### src/rtl/muldiv_pkg.sv
`timescale 1ns/1ps
package muldiv_pkg;
    typedef enum logic [1:0] {
        OP_MUL_S = 2'b00,
        OP_MUL_U = 2'b01,
        OP_DIV_S = 2'b10,
        OP_DIV_U = 2'b11
    } md_op_e;

    typedef enum logic [1:0] {
        ST_IDLE,
        ST_SETUP,
        ST_ITER,
        ST_FINISH
    } md_state_e;
endpackage

### src/rtl/md_sign_prep.sv
`timescale 1ns/1ps
module md_sign_prep #(
    parameter int WIDTH = 32
) (
    input  logic             is_signed,
    input  logic [WIDTH-1:0] value,
    output logic [WIDTH-1:0] mag,
    output logic             neg
);
    assign neg = is_signed & value[WIDTH-1];
    assign mag = neg ? (~value + WIDTH'(1)) : value;
endmodule

### src/rtl/md_iter_core.sv
`timescale 1ns/1ps
module md_iter_core #(
    parameter int WIDTH = 32
) (
    input  logic             clk,
    input  logic             rst_n,
    input  logic             load,
    input  logic             step,
    input  logic             is_div,
    input  logic [WIDTH-1:0] mag_a,
    input  logic [WIDTH-1:0] mag_b,
    output logic [WIDTH-1:0] out_hi,
    output logic [WIDTH-1:0] out_lo
);
    logic [WIDTH-1:0] acc_hi, acc_lo, oper_b;
    logic [WIDTH-1:0] nxt_hi, nxt_lo;
    logic [WIDTH:0]   mul_sum;
    logic [WIDTH:0]   div_shift;
    logic [WIDTH+1:0] div_trial;
    logic             div_ok;

    always_comb begin
        mul_sum   = {1'b0, acc_hi} + (acc_lo[0] ? {1'b0, oper_b} : '0);
        div_shift = {acc_hi, acc_lo[WIDTH-1]};
        div_trial = {1'b0, div_shift} - {2'b00, oper_b};
        div_ok    = ~div_trial[WIDTH+1];
        if (is_div) begin
            nxt_hi = div_ok ? div_trial[WIDTH-1:0] : div_shift[WIDTH-1:0];
            nxt_lo = {acc_lo[WIDTH-2:0], div_ok};
        end else begin
            nxt_hi = mul_sum[WIDTH:1];
            nxt_lo = {mul_sum[0], acc_lo[WIDTH-1:1]};
        end
    end

    always_ff @(posedge clk or negedge rst_n) begin
        if (!rst_n) begin
            acc_hi <= '0;
            acc_lo <= '0;
            oper_b <= '0;
        end else if (load) begin
            acc_hi <= '0;
            acc_lo <= mag_a;
            oper_b <= mag_b;
        end else if (step) begin
            acc_hi <= nxt_hi;
            acc_lo <= nxt_lo;
        end
    end

    assign out_hi = acc_hi;
    assign out_lo = acc_lo;
endmodule

### src/rtl/md_sign_fix.sv
`timescale 1ns/1ps
module md_sign_fix #(
    parameter int WIDTH = 32
) (
    input  logic             is_div,
    input  logic             neg_a,
    input  logic             neg_b,
    input  logic [WIDTH-1:0] raw_hi,
    input  logic [WIDTH-1:0] raw_lo,
    output logic [WIDTH-1:0] fix_hi,
    output logic [WIDTH-1:0] fix_lo
);
    localparam int DW = 2 * WIDTH;
    logic [DW-1:0] prod, prod_neg;

    always_comb begin
        prod     = {raw_hi, raw_lo};
        prod_neg = ~prod + DW'(1);
        if (is_div) begin
            fix_lo = (neg_a ^ neg_b) ? (~raw_lo + WIDTH'(1)) : raw_lo;
            fix_hi = neg_a ? (~raw_hi + WIDTH'(1)) : raw_hi;
        end else begin
            {fix_hi, fix_lo} = (neg_a ^ neg_b) ? prod_neg : prod;
        end
    end
endmodule

### src/rtl/muldiv_unit.sv
`timescale 1ns/1ps
module muldiv_unit
    import muldiv_pkg::*;
#(
    parameter int WIDTH = 32
) (
    input  logic             clk,
    input  logic             rst_n,
    input  logic             start,
    input  logic [1:0]       op,
    input  logic [WIDTH-1:0] opnd_a,
    input  logic [WIDTH-1:0] opnd_b,
    output logic             busy,
    output logic [WIDTH-1:0] hi_value,
    output logic [WIDTH-1:0] lo_value
);
    localparam int                CNT_W     = $clog2(WIDTH);
    localparam logic [CNT_W-1:0]  LAST_STEP = CNT_W'(WIDTH - 1);

    md_state_e        state_q, state_d;
    md_op_e           op_q;
    logic             neg_a_q, neg_b_q;
    logic [WIDTH-1:0] mag_a_q, mag_b_q;
    logic [WIDTH-1:0] hi_q, lo_q;
    logic [CNT_W-1:0] cnt_q;
    logic             accept;

    logic [WIDTH-1:0] in_raw [2];
    logic [WIDTH-1:0] in_mag [2];
    logic [1:0]       in_neg;
    logic [WIDTH-1:0] core_hi, core_lo, fix_hi, fix_lo;

    assign in_raw[0] = opnd_a;
    assign in_raw[1] = opnd_b;

    generate
        for (genvar g = 0; g < 2; g++) begin : g_prep
            md_sign_prep #(.WIDTH(WIDTH)) u_prep (
                .is_signed (~op[0]),
                .value     (in_raw[g]),
                .mag       (in_mag[g]),
                .neg       (in_neg[g])
            );
        end
    endgenerate

    assign accept = (state_q == ST_IDLE) && start;

    // state register
    always_ff @(posedge clk or negedge rst_n) begin
        if (!rst_n) state_q <= ST_IDLE;
        else        state_q <= state_d;
    end

    // next-state logic
    always_comb begin
        state_d = state_q;
        unique case (state_q)
            ST_IDLE:   if (start) state_d = ST_SETUP;
            ST_SETUP:  state_d = ST_ITER;
            ST_ITER:   if (cnt_q == LAST_STEP) state_d = ST_FINISH;
            ST_FINISH: state_d = ST_IDLE;
            default:   state_d = ST_IDLE;
        endcase
    end

    // outputs and datapath registers
    always_ff @(posedge clk or negedge rst_n) begin
        if (!rst_n) begin
            op_q    <= OP_MUL_S;
            neg_a_q <= 1'b0;
            neg_b_q <= 1'b0;
            mag_a_q <= '0;
            mag_b_q <= '0;
            cnt_q   <= '0;
            hi_q    <= '0;
            lo_q    <= '0;
        end else begin
            unique case (state_q)
                ST_IDLE: if (accept) begin
                    op_q    <= md_op_e'(op);
                    neg_a_q <= in_neg[0];
                    neg_b_q <= in_neg[1];
                    mag_a_q <= in_mag[0];
                    mag_b_q <= in_mag[1];
                end
                ST_SETUP:  cnt_q <= '0;
                ST_ITER:   cnt_q <= cnt_q + CNT_W'(1);
                ST_FINISH: begin
                    hi_q <= fix_hi;
                    lo_q <= fix_lo;
                end
                default: ;
            endcase
        end
    end

    md_iter_core #(.WIDTH(WIDTH)) u_core (
        .clk    (clk),
        .rst_n  (rst_n),
        .load   (state_q == ST_SETUP),
        .step   (state_q == ST_ITER),
        .is_div (op_q[1]),
        .mag_a  (mag_a_q),
        .mag_b  (mag_b_q),
        .out_hi (core_hi),
        .out_lo (core_lo)
    );

    md_sign_fix #(.WIDTH(WIDTH)) u_fix (
        .is_div (op_q[1]),
        .neg_a  (neg_a_q),
        .neg_b  (neg_b_q),
        .raw_hi (core_hi),
        .raw_lo (core_lo),
        .fix_hi (fix_hi),
        .fix_lo (fix_lo)
    );

    assign busy     = (state_q != ST_IDLE);
    assign hi_value = hi_q;
    assign lo_value = lo_q;
endmodule

### config.mk
export PLATFORM = sky130hd
export DESIGN_NAME = muldiv_unit
export DESIGN_NICKNAME = d
export VERILOG_FILES = /design/src/rtl/muldiv_pkg.sv /design/src/rtl/md_sign_prep.sv /design/src/rtl/md_iter_core.sv /design/src/rtl/md_sign_fix.sv /design/src/rtl/muldiv_unit.sv
export SDC_FILE = /design/constraint.sdc
export NUM_CORES = 1
export LEC_CHECK = 0
export BUFFER_PORTS_ARGS = -buffer_cell sky130_fd_sc_hd__buf_2
export CAP_MARGIN = 30
export CORE_ASPECT_RATIO = 1.1
export CORE_MARGIN = 2
export CORE_UTILIZATION = 60
export DETAILED_ROUTE_END_ITERATION = 8
export GPL_TIMING_DRIVEN = 0
export PLACE_DENSITY = 0.8
export SETUP_SLACK_MARGIN = 0.2
export SYNTH_ARGS = -nofsm -noshare
export SYNTH_HDL_FRONTEND = slang
export SYNTH_SLANG_ARGS = --single-unit
### constraint.sdc
create_clock -name clk -period 10.7 [get_ports clk]
set_input_delay 1.605 -clock clk [delete_from_list [all_inputs] [get_ports clk]]
set_output_delay 1.605 -clock clk [all_outputs]
set_load 0.005 [all_outputs]
==> flow_summary.yaml, run 1 <==
timing:
  fin_tns_setup_ns: 0
  timing.slew.headroom_pct: 37.26
  grt_setup_unrepaired: "false"
  period_share_pct: 39.12
  worst-slew-pin-transition_ns: 0.9344
  max_slew_violation_count: 0
  finClkSkew_ns: 0.02817
  final-setup-viol-count: 0
  final_count_of_hold_timing_violations: 0
  max_clock_freq_mhz: 238.9
  final_period_minus_worst_setup_slack_ns: 4.185
clock_tree:
  cts_max_level: 1
  cts.repair_timing.setup_buffer_count: 0
  post_cts_resize_count: 0
  numCtsBuffers: 25
  clock_tree_from_tritoncts: "yes"
  ctsRootBufferMaster: "sky130_fd_sc_hd__clkbuf_16"
  cts-hold-fix-buffers: 0
  worstSkewPairLatency_ns: 0.55
  clk_path_buf_depth: 3
  path_clk_slew_ns: 0.07
  cts_sinks: 234
worst_setup_path:
  crit_chain: "inv_1 > clkbuf_1 > nor2_1 > ha_1 > a2111oi_0 > o21ai_1 > a211oi_2 > o22a_1 > o311ai_2 > a211o_1 > nand2_1 > mux2_1 > o41ai_1"
  setup.worst_path.end_class: "register"
  crit_path_max_fanout: 10
  critPathLaunchType: "register"
  worstRegToRegCells: 13
  crit_required_ns: 11.14
  timing.critical_path.slowest_cell_delay_ns: 0.49
  worst_path_max_delay_cell: "sky130_fd_sc_hd__a2111oi_0"
  critical_path_arrival_ns: 4.63
  worst_path_class_setup: "register to register"
synth:
  async_flop_share_pct: 100.0
  register_bit_count_reported_by_yosys: 234
  post_synth_inst_count: 1952
  synth.area.top_cells: "sky130_fd_sc_hd__dfrtp_1, sky130_fd_sc_hd__nand2_1, sky130_fd_sc_hd__o21ai_0"
  netlist-cell-type-count: 93
  post_synth_edffs: 0
  yosys_top_cell_by_area: "sky130_fd_sc_hd__dfrtp_1"
  syn_area_per_cell_um2: 8.357
  synth_warnings: 0
  leading_cell_type_by_number_of_instances_after_synthesis: "sky130_fd_sc_hd__nand2_1"
  syn_area_um2: 16310
  commonest_cells_post_synth: "sky130_fd_sc_hd__nand2_1, sky130_fd_sc_hd__dfrtp_1, sky130_fd_sc_hd__o21ai_0, sky130_fd_sc_hd__nor2_1, sky130_fd_sc_hd__a21oi_1"
  syn_nets: 2098
  synth_flop_cell: "sky130_fd_sc_hd__dfrtp_1"
  synth_seq_area_share_pct: 35.90
  synth_largest_type_area_fraction_pct: 35.90
final_layout:
  fin_cells: 2491
  antenna-diode-count: 0
  drive_gt1_share_pct: 12.18
  nets: 2261
  fill_cells: 2245
  area.growth.synth_to_final_pct: 12.63
floorplanning:
  floorplan.die_area_um2: 28520
  io_pins: 134
  chip_height_um: 176.9
  effective_utilization_at_floorplan_pct: 60.69
  floorplan.rows: 63
  floorplan.die.width_um: 161.2
  floorplan.core_area_um2: 26880
routing:
  number_of_detailed_route_iterations_in_the_first_pass: 6
  detailroute.via_count: 15420
  detail_route.vias_per_cell: 6.189
  drt_iter0_drc: 1322
  totalWireLength_um: 49370
  drt-wirelength-per-cell_um: 19.82
  drc_viols: 0
  route.antenna.remaining_nets: 0
global_routing:
  grt_antenna_before_repair: 0
  wire_length_of_the_first_global_routing_pass_um: 78050
  pin_count_of_the_biggest_net_entering_global_routing: 109
  grt_use_total_pct: 34.28
  first_global_vias: 14910
  globalRouteOverflowTotal: 0
outcome:
  run_status: "finished clean"
pwr:
  power.density_cell_area_nw_per_um2: 382.1
  vdd_drop_max_mv: 0.1675
  total_power_uw: 7020
  power.leakage_uw: 0.008174
place:
  placedCellCount: 2445
  place.port_buffers: 133
  post-dp-hpwl_um: 37630
  gp_routability_congestion: 0.9713
flow_run:
  max_cap_violations: 0
hold_path:
  holdCritPathClass: "register to register"
  hold-path-cell-count: 2
## registers in the layout, summed over array words and instances (netlist names)
signal         count
hi_value          32
lo_value          32
mag_a_q           32
mag_b_q           32
u_core.oper_b     32
u_core.out_hi     32
u_core.out_lo     32
cnt_q              5
state_q            2
neg_a_q            1
neg_b_q            1
op_q               1
## cell type report
| class | instances | area, µm² | share of cell area (%) |
|---|---|---|---|
| clock buffers | 31 | 678.2 | 3.691 |
| multi-input cells | 1537 | 9762 | 53.14 |
| plain buffers | 105 | 409.1 | 2.227 |
| repair buffers | 136 | 734.5 | 3.998 |
| flip-flops and latches | 234 | 5856 | 31.87 |
| inverters | 76 | 285.3 | 1.553 |
| clock inverters | 15 | 200.2 | 1.090 |
| well taps | 357 | 446.7 | 2.431 |
## cells by family after synthesis
family                   share of synthesized area [%]
multiplexers                                     5.922
buffers and inverters                            4.257
flip-flops                                       35.90
AO/OA/AOI/OAI                                    21.49
adder cells (fa/ha/maj)                          5.998
XOR/XNOR                                         8.913
AND/OR/NAND/NOR                                  17.53
## metal layers
| metal | up-vias | routed length (µm) | GRT usage [%] |
|---|---|---|---|
| li1 | 7216 | - | - |
| met1 | 7427 | 20240 | 44.51 |
| met2 | 640 | 23310 | 57.67 |
| met3 | 133 | 3453 | 4.545 |
| met4 | 0 | 2364 | 15.14 |
| met5 | - | 0 | 0 |
## cells in the final DEF (no fill, tap or decap), types with 17 or more instances in the layout
cell type | synthesis | layout
sky130_fd_sc_hd__a21o_1 | 29 | 29
sky130_fd_sc_hd__o21ai_1 | 36 | 36
sky130_fd_sc_hd__mux2i_1 | 44 | 44
sky130_fd_sc_hd__buf_2 | 5 | 137
sky130_fd_sc_hd__xor2_1 | 86 | 86
sky130_fd_sc_hd__nand2b_1 | 17 | 17
sky130_fd_sc_hd__nand2_1 | 269 | 269
sky130_fd_sc_hd__inv_1 | 74 | 74
sky130_fd_sc_hd__nor2_1 | 170 | 170
sky130_fd_sc_hd__o31ai_1 | 19 | 19
sky130_fd_sc_hd__nor3_1 | 35 | 35
sky130_fd_sc_hd__clkbuf_1 | 94 | 97
sky130_fd_sc_hd__o21ai_0 | 195 | 195
sky130_fd_sc_hd__a31oi_1 | 24 | 24
sky130_fd_sc_hd__clkbuf_16 | 0 | 25
sky130_fd_sc_hd__xnor2_1 | 80 | 80
sky130_fd_sc_hd__dfrtp_1 | 234 | 234
sky130_fd_sc_hd__ha_1 | 75 | 75
sky130_fd_sc_hd__nand3_1 | 26 | 26
sky130_fd_sc_hd__mux2_2 | 43 | 43
sky130_fd_sc_hd__a21oi_1 | 153 | 153
## power by group
group	switching [µW]	internal [µW]	total, µW
logic	2690	1680	4370
registers	412	1310	1720
clock network	379	552	931
total	3480	3540	7020
## worst max-delay path, delay by kind of cell, from the launching register on
kind	cells	cell delay [ns]
mux	1	0.32
flops	1	0.48
fa+ha+maj	1	0.35
buf+inv	2	0.53
compound gates	7	2.17
simple gates	2	0.22
## per-stage QoR
step	hold WS, ns	util (%)	setup slack, ns	instance area (µm²)
final	0.4792	68.35	6.515	18370
after global routing	0.5106	68.35	6.295	18370
after CTS	0.4824	68.35	6.617	18370
after detailed placement	0.4674	65.08	6.636	17490
after global placement	0.4618	64.82	3.951	17420
after floorplan	0.4444	-	7.147	16310
## worst paths after layout
kind / from / end / slack (ns)
min reg2reg: mag_b_q[22]$_DFFE_PN0P_ / mag_b_q[22]$_DFFE_PN0P_ / 0.48
min: mag_b_q[22]$_DFFE_PN0P_ / mag_b_q[22]$_DFFE_PN0P_ / 0.48
min in group asynchronous: rst_n / u_core.out_hi[30]$_DFFE_PN0P_ / 0.94
max reg2reg: u_core.out_lo[0]$_DFFE_PN0P_ / u_core.out_hi[28]$_DFFE_PN0P_ / 6.51
max in group asynchronous: rst_n / mag_b_q[0]$_DFFE_PN0P_ / 8.55
max: u_core.out_lo[0]$_DFFE_PN0P_ / u_core.out_hi[28]$_DFFE_PN0P_ / 6.51
No activity file was read; power rests on OpenSTA's default activity.
==> run 2: changes to the inputs <==
--- a/config.mk
+++ b/config.mk
@@ -9,10 +9,10 @@
 export CAP_MARGIN = 30
 export CORE_ASPECT_RATIO = 1.1
 export CORE_MARGIN = 2
-export CORE_UTILIZATION = 60
+export CORE_UTILIZATION = 56
 export DETAILED_ROUTE_END_ITERATION = 8
 export GPL_TIMING_DRIVEN = 0
-export PLACE_DENSITY = 0.8
+export PLACE_DENSITY = 0.78
 export SETUP_SLACK_MARGIN = 0.2
 export SYNTH_ARGS = -nofsm -noshare
 export SYNTH_HDL_FRONTEND = slang
==> constraint.sdc (replaced) <==
create_clock -name clk -period 3.4 [get_ports clk]
set_input_delay 0.51 -clock clk [delete_from_list [all_inputs] [get_ports clk]]
set_output_delay 0.51 -clock clk [all_outputs]
set_load 0.005 [all_outputs]
==> flow_summary.yaml, run 2 (synthesis results as in run 1) <==
clock_tree:
  numCtsBuffers: 25
  clk_path_buf_depth: 3
  cts_max_level: 1
  clock_tree_from_tritoncts: "yes"
  cts_sinks: 234
  worstSkewPairLatency_ns: 0.57
  ctsRootBufferMaster: "sky130_fd_sc_hd__clkbuf_16"
  path_clk_slew_ns: 0.07
  cts-hold-fix-buffers: 0
routing:
  route.antenna.remaining_nets: 0
  detail_route.vias_per_cell: 6.230
  totalWireLength_um: 50860
  number_of_detailed_route_iterations_in_the_first_pass: 5
  drt_iter0_drc: 1445
  drt-wirelength-per-cell_um: 20.02
  detailroute.via_count: 15830
  drc_viols: 0
flow_run:
  max_cap_violations: 0
global_routing:
  grt_use_total_pct: 32.27
  globalRouteOverflowTotal: 0
  pin_count_of_the_biggest_net_entering_global_routing: 126
  first_global_vias: 15270
  wire_length_of_the_first_global_routing_pass_um: 79920
  grt_antenna_before_repair: 0
place:
  place.port_buffers: 133
  placedInstanceArea_um2: 17500
  post-dp-hpwl_um: 37610
  gp_routability_congestion: 0.9917
  detailedPlace.worstSlack_ns: -0.4101
pwr:
  vdd_drop_max_mv: 0.7301
  power.leakage_uw: 0.008522
  power.density_cell_area_nw_per_um2: 1232
  total_power_uw: 23830
timing:
  max_clock_freq_mhz: 302.1
  hold-worst-slack_ns: 0.02977
  finClkSkew_ns: 0.03427
  final_period_minus_worst_setup_slack_ns: 3.311
  max_slew_violation_count: 0
  fin_tns_setup_ns: 0
  final-setup-viol-count: 0
  final_count_of_hold_timing_violations: 0
  setup_ws_ns: 0.08929
  grt_setup_unrepaired: "true"
  period_share_pct: 97.37
  timing.slew.headroom_pct: 35.92
  worst-slew-pin-transition_ns: 0.9543
floorplanning:
  floorplan.rows: 65
  floorplan.die.width_um: 166.7
  io_pins: 134
  chip_height_um: 183
  floorplan.core_area_um2: 28710
  floorplan.die_area_um2: 30510
  effective_utilization_at_floorplan_pct: 56.82
final_layout:
  most-common-layout-cells: "sky130_fd_sc_hd__nand2_1, sky130_fd_sc_hd__dfrtp_1, sky130_fd_sc_hd__o21ai_0"
  area.growth.synth_to_final_pct: 18.56
  nets: 2300
  antenna-diode-count: 0
  fill_cells: 2286
  layout_commonest_cell: "sky130_fd_sc_hd__nand2_1"
  drive_gt1_share_pct: 17.72
  layout.cell_area.non_filler_um2: 19340
worst_setup_path:
  worst_path_class_setup: "register to register"
  critPathLaunchType: "register"
  setup.worst_path.end_class: "register"
  crit_path_max_fanout: 5
  critical_path_arrival_ns: 3.68
  crit_required_ns: 3.77
  timing.reg2reg.setup_slack_ns: 0.09
hold_path:
  holdCritPathClass: "input pin to asynchronous set/reset pin"
outcome:
  run_status: "finished clean"
run 2: report_power, final:
part	internal (µW)	switching, µW
logic	6140	9110
registers	4130	1260
clock network	2000	1190
run 2: area by class of cell:
cell class | count | area [µm²] | area share (%)
Sequential cell | 234 | 5869 | 30.35
Inverter | 76 | 294.0 | 1.520
Clock buffer | 33 | 705.7 | 3.649
Buffer | 105 | 481.7 | 2.491
Tap cell | 368 | 460.4 | 2.381
Timing Repair Buffer | 175 | 1018 | 5.266
Multi-Input combinational cell | 1537 | 10240 | 52.97
Clock inverter | 13 | 265.3 | 1.372
run 2: per-layer routing:
| layer | wire [µm] | GRT usage (%) | up-vias |
|---|---|---|---|
| li1 | - | - | 7312 |
| met4 | 2522 | 14.83 | 0 |
| met2 | 23820 | 54.13 | 753 |
| met3 | 4091 | 4.661 | 180 |
| met1 | 20430 | 41.56 | 7585 |
| met5 | 0 | 0 | - |
run 2: stage by stage:
stage / cells / util (%)
after floorplan: 1952 / -
after global placement: 2453 / 60.82
after detailed placement: 2455 / 60.96
after CTS: 2514 / 65.47
after global routing: 2541 / 67.37
final: 2541 / 67.37
run 2: final timing paths:
kind,start,to,depth (start not counted)
worst max-delay path,u_core.out_lo[0]$_DFFE_PN0P_,u_core.out_hi[25]$_DFFE_PN0P_,14
worst min-delay path,rst_n,mag_b_q[22]$_DFFE_PN0P_,1
worst max register to register,u_core.out_lo[0]$_DFFE_PN0P_,u_core.out_hi[25]$_DFFE_PN0P_,14
worst min register to register,mag_b_q[16]$_DFFE_PN0P_,mag_b_q[16]$_DFFE_PN0P_,2
max in group asynchronous,rst_n,hi_value[20]$_DFFE_PN0N_,2
min in group clk,op[1],op_q[1]$_DFFE_PN0P_,3
run 2: what timing repair did:
item / in CTS / in global routing
buffers inserted: 12 / 27
resized for setup: 50 / 86
endpoints found under the setup margin: 43 / 40
hold endpoints to repair: 0 / 0
cloned: 1 / 0
pin swaps: 16 / 38
run 2: worst max-delay path, stage by stage (launching register included):
cell                        delay [ns]
sky130_fd_sc_hd__dfrtp_2          0.45
sky130_fd_sc_hd__inv_4            0.11
sky130_fd_sc_hd__buf_8            0.13
sky130_fd_sc_hd__buf_4            0.11
sky130_fd_sc_hd__nor2_1           0.04
sky130_fd_sc_hd__ha_1             0.38
sky130_fd_sc_hd__a21oi_2          0.18
sky130_fd_sc_hd__o21ai_2          0.07
sky130_fd_sc_hd__and2_4           0.16
sky130_fd_sc_hd__or4b_4           0.50
sky130_fd_sc_hd__o2111ai_4        0.28
sky130_fd_sc_hd__a21oi_4          0.14
sky130_fd_sc_hd__a31oi_1          0.20
sky130_fd_sc_hd__xor2_1           0.20
sky130_fd_sc_hd__o221ai_1         0.15
